==> src/rtl/hbp_pkg.sv <==
`timescale 1ns/1ps
package hbp_pkg;

  // Polarity of one output leg relative to the compare match
  typedef enum logic {
    POL_HIGH = 1'b0,
    POL_LOW  = 1'b1
  } leg_pol_e;

  localparam int unsigned LEGS_PER_MOTOR = 2;
  localparam int unsigned NUM_MOTORS     = 2;
  localparam int unsigned NUM_LEGS       = LEGS_PER_MOTOR * NUM_MOTORS;

  // Motor slot for a leg: slot 0 = motor B, slot 1 = motor A
  function automatic int unsigned leg_motor(input int unsigned leg);
    return leg / LEGS_PER_MOTOR;
  endfunction

  // Even legs are active-high, odd legs are the inverted partner
  function automatic leg_pol_e leg_pol(input int unsigned leg);
    return ((leg % LEGS_PER_MOTOR) == 1) ? POL_LOW : POL_HIGH;
  endfunction

endpackage

==> src/rtl/hbp_rst_sync.sv <==
`timescale 1ns/1ps
module hbp_rst_sync (
  input  logic clk,
  input  logic rst_n,
  output logic rst_s_n
);
  logic [1:0] sync_q;
  logic [1:0] sync_d;

  always_comb sync_d = {sync_q[0], 1'b1};

  always_ff @(posedge clk or negedge rst_n) begin
    if (!rst_n) sync_q <= 2'b00;
    else        sync_q <= sync_d;
  end

  assign rst_s_n = sync_q[1];
endmodule

==> src/rtl/hbp_prescaler.sv <==
`timescale 1ns/1ps
module hbp_prescaler #(
  parameter int unsigned PRESCALE_LOG2 = 0
) (
  input  logic clk,
  input  logic rst_n,
  output logic tick_o
);
  localparam int unsigned PS_W = PRESCALE_LOG2 + 1;

  logic [PS_W-1:0] ps_q;
  logic [PS_W-1:0] ps_d;

  always_comb ps_d = ps_q + PS_W'(1);

  always_ff @(posedge clk or negedge rst_n) begin
    if (!rst_n) ps_q <= '0;
    else        ps_q <= ps_d;
  end

  assign tick_o = &ps_q;
endmodule

==> src/rtl/hbp_counter.sv <==
`timescale 1ns/1ps
module hbp_counter #(
  parameter int unsigned          CNT_W      = 16,
  parameter logic [CNT_W-1:0]     DEF_PERIOD = 16'd6000
) (
  input  logic             clk,
  input  logic             rst_n,
  input  logic             tick_i,
  input  logic [CNT_W-1:0] per_load_i,
  output logic [CNT_W-1:0] cnt_o,
  output logic [CNT_W-1:0] per_o,
  output logic             wrap_o
);
  logic [CNT_W-1:0] cnt_q, cnt_d;
  logic [CNT_W-1:0] per_q, per_d;
  logic             last;

  always_comb begin
    last   = (cnt_q == (per_q - CNT_W'(1)));
    wrap_o = tick_i & last;
    cnt_d  = cnt_q;
    per_d  = per_q;
    if (tick_i) begin
      cnt_d = last ? '0 : (cnt_q + CNT_W'(1));
    end
    if (wrap_o) begin
      per_d = per_load_i;
    end
  end

  always_ff @(posedge clk or negedge rst_n) begin
    if (!rst_n) begin
      cnt_q <= '0;
      per_q <= DEF_PERIOD;
    end else begin
      cnt_q <= cnt_d;
      per_q <= per_d;
    end
  end

  assign cnt_o = cnt_q;
  assign per_o = per_q;
endmodule

==> src/rtl/hbp_duty_map.sv <==
`timescale 1ns/1ps
module hbp_duty_map #(
  parameter int unsigned CNT_W = 16,
  parameter int unsigned SPD_W = 12
) (
  input  logic signed [SPD_W-1:0] speed_i,
  input  logic        [CNT_W-1:0] period_i,
  output logic        [CNT_W-1:0] cmp_o
);
  localparam int unsigned FS_LOG2 = SPD_W - 2;
  localparam int unsigned PROD_W  = CNT_W + SPD_W;
  localparam logic signed [SPD_W:0] FS_P = (SPD_W+1)'(1 << FS_LOG2);
  localparam logic signed [SPD_W:0] FS_N = -FS_P;

  logic signed [SPD_W:0] ext;
  logic signed [SPD_W:0] clamped;
  logic signed [SPD_W:0] shifted;
  logic        [SPD_W-1:0] offs;
  logic        [PROD_W-1:0] prod;

  always_comb begin
    ext = {speed_i[SPD_W-1], speed_i};
    if (ext > FS_P)      clamped = FS_P;
    else if (ext < FS_N) clamped = FS_N;
    else                 clamped = ext;
    // Shift into 0..2*FS, which fits SPD_W unsigned bits
    shifted = clamped + FS_P;
    offs    = shifted[SPD_W-1:0];
    prod    = {{SPD_W{1'b0}}, period_i} * {{CNT_W{1'b0}}, offs};
    cmp_o   = prod[PROD_W-2 -: CNT_W];
  end
endmodule

==> src/rtl/hbridge_pwm.sv <==
`timescale 1ns/1ps
module hbridge_pwm #(
  parameter int unsigned SYS_CLK_HZ    = 48_000_000,
  parameter int unsigned PWM_HZ        = 4_000,
  parameter int unsigned PRESCALE_LOG2 = 0,
  parameter int unsigned CNT_W         = 16,
  parameter int unsigned SPD_W         = 12
) (
  input  logic             clk,
  input  logic             rst_n,
  input  logic             en_i,
  input  logic [SPD_W-1:0] speed_a_i,
  input  logic [SPD_W-1:0] speed_b_i,
  input  logic [CNT_W-1:0] period_i,
  output logic [3:0]       pwm_o
);
  import hbp_pkg::*;

  localparam int unsigned TICK_HZ    = SYS_CLK_HZ / (2 << PRESCALE_LOG2);
  localparam int unsigned DEF_PER_I  = TICK_HZ / PWM_HZ;
  localparam logic [CNT_W-1:0] DEF_PERIOD = CNT_W'(DEF_PER_I);
  localparam logic [CNT_W-1:0] CMP_RST    = CNT_W'(DEF_PER_I / 2);
  localparam logic [CNT_W-1:0] MIN_PERIOD = CNT_W'(2);

  logic             rst_s_n;
  logic             tick_w;
  logic             wrap_w;
  logic [CNT_W-1:0] cnt_w;
  logic [CNT_W-1:0] per_w;
  logic [CNT_W-1:0] per_load;
  logic             gate;
  logic [SPD_W-1:0] spd_arr [NUM_MOTORS];
  logic [CNT_W-1:0] cmp_q   [NUM_MOTORS];

  hbp_rst_sync u_rst (
    .clk     (clk),
    .rst_n   (rst_n),
    .rst_s_n (rst_s_n)
  );

  hbp_prescaler #(.PRESCALE_LOG2(PRESCALE_LOG2)) u_ps (
    .clk    (clk),
    .rst_n  (rst_s_n),
    .tick_o (tick_w)
  );

  assign per_load = (period_i < MIN_PERIOD) ? MIN_PERIOD : period_i;

  hbp_counter #(.CNT_W(CNT_W), .DEF_PERIOD(DEF_PERIOD)) u_cnt (
    .clk        (clk),
    .rst_n      (rst_s_n),
    .tick_i     (tick_w),
    .per_load_i (per_load),
    .cnt_o      (cnt_w),
    .per_o      (per_w),
    .wrap_o     (wrap_w)
  );

  // Slot 0 = motor B, slot 1 = motor A
  assign spd_arr[0] = speed_b_i;
  assign spd_arr[1] = speed_a_i;

  for (genvar m = 0; m < NUM_MOTORS; m++) begin : g_mot
    logic [CNT_W-1:0] map_c;
    logic [CNT_W-1:0] cmp_d;
    logic [CNT_W-1:0] cmp_r;

    hbp_duty_map #(.CNT_W(CNT_W), .SPD_W(SPD_W)) u_map (
      .speed_i  (spd_arr[m]),
      .period_i (per_load),
      .cmp_o    (map_c)
    );

    always_comb cmp_d = wrap_w ? map_c : cmp_r;

    always_ff @(posedge clk or negedge rst_s_n) begin
      if (!rst_s_n) cmp_r <= CMP_RST;
      else          cmp_r <= cmp_d;
    end

    assign cmp_q[m] = cmp_r;
  end

  assign gate = rst_s_n & en_i;

  for (genvar l = 0; l < NUM_LEGS; l++) begin : g_leg
    localparam int unsigned MI  = leg_motor(l);
    localparam leg_pol_e    POL = leg_pol(l);
    logic raw;
    assign raw = (cnt_w < cmp_q[MI]);
    if (POL == POL_LOW) begin : g_inv
      assign pwm_o[l] = gate & ~raw;
    end else begin : g_dir
      assign pwm_o[l] = gate & raw;
    end
  end
endmodule

==> config.mk <==
export PLATFORM = sky130hd
export DESIGN_NAME = hbridge_pwm
export DESIGN_NICKNAME = d
export VERILOG_FILES = /design/src/rtl/hbp_pkg.sv /design/src/rtl/hbp_rst_sync.sv /design/src/rtl/hbp_prescaler.sv /design/src/rtl/hbp_counter.sv /design/src/rtl/hbp_duty_map.sv /design/src/rtl/hbridge_pwm.sv
export SDC_FILE = /design/constraint.sdc
export NUM_CORES = 1
export LEC_CHECK = 0
export ABC_CLOCK_PERIOD_IN_PS = 4650
export BUFFER_PORTS_ARGS = -buffer_cell sky130_fd_sc_hd__buf_2
export CORE_MARGIN = 10
export CORE_UTILIZATION = 55
export CTS_CLUSTER_DIAMETER = 30
export DETAILED_ROUTE_END_ITERATION = 10
export PLACE_DENSITY = 0.72
export REMOVE_ABC_BUFFERS = 1
export SLEW_MARGIN = 0
export SYNTH_ARGS = -nofsm -noshare
export SYNTH_HDL_FRONTEND = slang
export SYNTH_SLANG_ARGS = --single-unit
==> constraint.sdc <==
create_clock -name clk -period 4.65 [get_ports clk]
set_input_delay 0.2325 -clock clk [delete_from_list [all_inputs] [get_ports clk]]
set_output_delay 0.2325 -clock clk [all_outputs]
set_load 0.1 [all_outputs]
==> metrics.cfg <==
[sta]
hold_viol_final=0
skew_ns=0.00730
fin_crit_sh_pct=127
drv_slew=0
setup-tns-final_ns=-29.57
rsz0062_at_grt=yes
fmax_mhz=170
relSlewSlack_pct=45.0
setup_viol=32
period_minus_slack_ns=5.89
worst_slew_pin_slew_ns=0.825
setup_ws_ns=-1.24

[clock_network]
cts_max_level=3
cts_tree=done
cts_buffer_depth=2
clockRootBuffer=clkbuf_16
clkTransAtPathRegs_ns=0.05
worst_skew_pair.late_latency_ns=0.33
cts_buffers=9
clock-sinks=67

[final_layout]
num-fill-cells=1999
layout.nets=2521
layout_common_cells=358 x inv_1, 288 x nand2_1, 258 x fa_1
drive_gt1_share_pct=27.1
syn_to_final_growth_pct=25.6
layout_commonest_cell=inv_1

[yosys]
synth_cell_types=74
ys.flop_type=dfrtp_1
avgSynthCellArea_um2=8.62
netlist_area_um2=15700
yosys-top-cells-area=fa_1 35%, ha_1 12%, inv_1 9.2%
syn_inst=1819
synth_top_area_share_pct=35.2
synth.largest_area_cell=fa_1
yosysSeqAreaShare_pct=10.9
synthArstFlopShare_pct=100
synth_edf_count=0
synth-seq-cells=67
ys_warn_count=0

[power_and_ir_drop]
p_per_area_nw_per_um2=438
power.leakage_nw=10.3
p_total_mw=8.62
irDropWorstVdd_mv=0.392

[global_routing]
antenna_found_initial=2
grt_pass1_vias=14347
grt_max_degree=66
grt_pass1_wl_um=74400
gr-usage-all-layers_pct=25.8
grt_overflow_total=0

[run_status]
status=finished, violations left
violations=negative setup slack

[placement]
port_buffers=46
place.gp.congestion=0.956
hpwl_um=35100

[drt]
firstDrtPassIters=5
wl_per_cell_um=19.5
drtAntennaViolNets=0
vias=13636
finalWirelength_um=47500
drtIter0Drc=1043
drc=0
vias_per_cell=5.60

[floorplan]
die-area_um2=35700
fp.coreArea_um2=27900
fp.dieH_um=189
ios=47
start_util_pct=56.1
rows=61
die_w_um=189

[flow_run]
maxCapViolCount=0

[critical_path]
rr_endpoint=g_mot[0].cmp_r[15]
r2r_cells=11
startpoint=speed_b_i[7]
worstSetupStartpointType=primary input
cp_max_fo=7
timing.rr.start=u_cnt.per_o[0]
worstSetupPathType=in -> reg
r2r_setup_slack_ns=1.04
endpoint_kind=flop
endpoint=g_mot[0].cmp_r[15]
cp_data_arrival_time_ns=6.15
required_ns=4.91

[hold_path]
hold_class=in -> async

-- synthesized netlist by cell type, drive strengths merged, types with 11 or more instances --
library cell	number
clkbuf	76
mux2	17
nand2	316
ha	150
fa	276
nor4	12
nand3	26
a21o	17
nor2	56
and2	74
nand2b	11
dfstp	21
dfrtp	46
and3	70
o21ai	41
inv	384
a21oi	36
xor2	30
xnor2	40
-- registers in the layout (all words and copies together), names as in the netlist --
name and flops:
g_mot.cmp_r 32, u_cnt.cnt_o 16, u_cnt.per_o 16, u_rst.sync_q 2, u_ps.tick_o 1
-- cell type report --
cell class	instances	area, um2	area share [%]
diodes	2	5.00	0.0254
clock buffers	12	256	1.30
clock inverters	4	72.6	0.368
inverters	384	1440	7.31
multi-input cells	1283	13300	67.3
flip-flops and latches	67	1700	8.65
well taps	378	473	2.40
repair buffers	307	2490	12.6
-- stage by stage --
step | hold slack [ns] | cell area (um2) | util (%) | std cells | worst slack (ns)
after detailed placement | 0.0186 | 17700 | 63.5 | 2374 | -1.76
final | 0.218 | 19700 | 70.6 | 2437 | -1.24
after global routing | 0.229 | 19700 | 70.6 | 2437 | -1.45
after floorplan | -0.0631 | 15400 | - | 1734 | -2.38
after CTS | 0.210 | 19100 | 68.5 | 2416 | -0.937
after global placement | 0.0178 | 17700 | 63.5 | 2374 | -1.66
-- worst min path at each step --
stage	startpoint	endpoint	slack, ns	cells past startpoint
3_3_place_gp	rst_n	u_rst.sync_q[0]	0.02	1
2_1_floorplan	rst_n	u_rst.sync_q[0]	-0.06	0
4_1_cts	rst_n	u_rst.sync_q[1]	0.21	2
3_5_place_dp	rst_n	u_rst.sync_q[0]	0.02	1
5_1_grt	rst_n	u_rst.sync_q[1]	0.23	2
6_report	rst_n	u_rst.sync_q[1]	0.22	2
-- timing repair --
action,CTS,global route
setup buffers,26,23
gates cloned,0,0
pin swaps,134,85
endpoints found under the setup margin,32,32
endpoints found under the hold margin,2,0
resized for setup,216,104
hold buffers,1,0
-- cells by family after synthesis --
| logic type | after synthesis | synth area share, % |
|---|---|---|
| adder cells (fa/ha/maj) | 426 | 47.2 |
| flip-flops | 67 | 10.9 |
| multiplexers | 26 | 1.79 |
| AO/OA/AOI/OAI | 148 | 6.18 |
| other | 1 | 0.0239 |
| AND/OR/NAND/NOR | 612 | 18.7 |
| XOR/XNOR | 70 | 3.91 |
| buffers and inverters | 469 | 11.3 |
-- critical path, stage by stage --
cell and delay (ns):
buf_6 0.10, nor4_4 0.29, nand3_2 0.16, a21oi_4 0.28, and2_4 0.21, buf_6 0.10, nand2_2 0.06, fa_1 0.56
inv_1 0.06, fa_1 0.51, inv_2 0.05, fa_1 0.54, inv_1 0.05, fa_1 0.49, inv_2 0.04, fa_1 0.51
inv_2 0.05, ha_4 0.23, a21oi_4 0.19, o21ai_4 0.10, a311oi_4 0.28, a21oi_4 0.12, nand2_2 0.11, o2111ai_2 0.12
buf_4 0.16, or4_1 0.46, nand3_1 0.09
-- metal layers --
metal	wire (um)	global-route usage [%]	up-vias	share of wire, %
li1	-	-	6058	-
met1	18500	32.9	6750	39
met2	22400	42.5	666	47
met3	4200	5.13	162	8.8
met4	2340	9.80	0	4.9
met5	0	0	-	0
-- where the power goes --
part	switching [mW]	total, mW	internal, mW
Combinational	3.74	7.25	3.51
Sequential	0.0288	0.634	0.605
Clock	0.246	0.743	0.498
Total	4.02	8.62	4.61
Note: power is estimated with default switching activity, not from simulation.
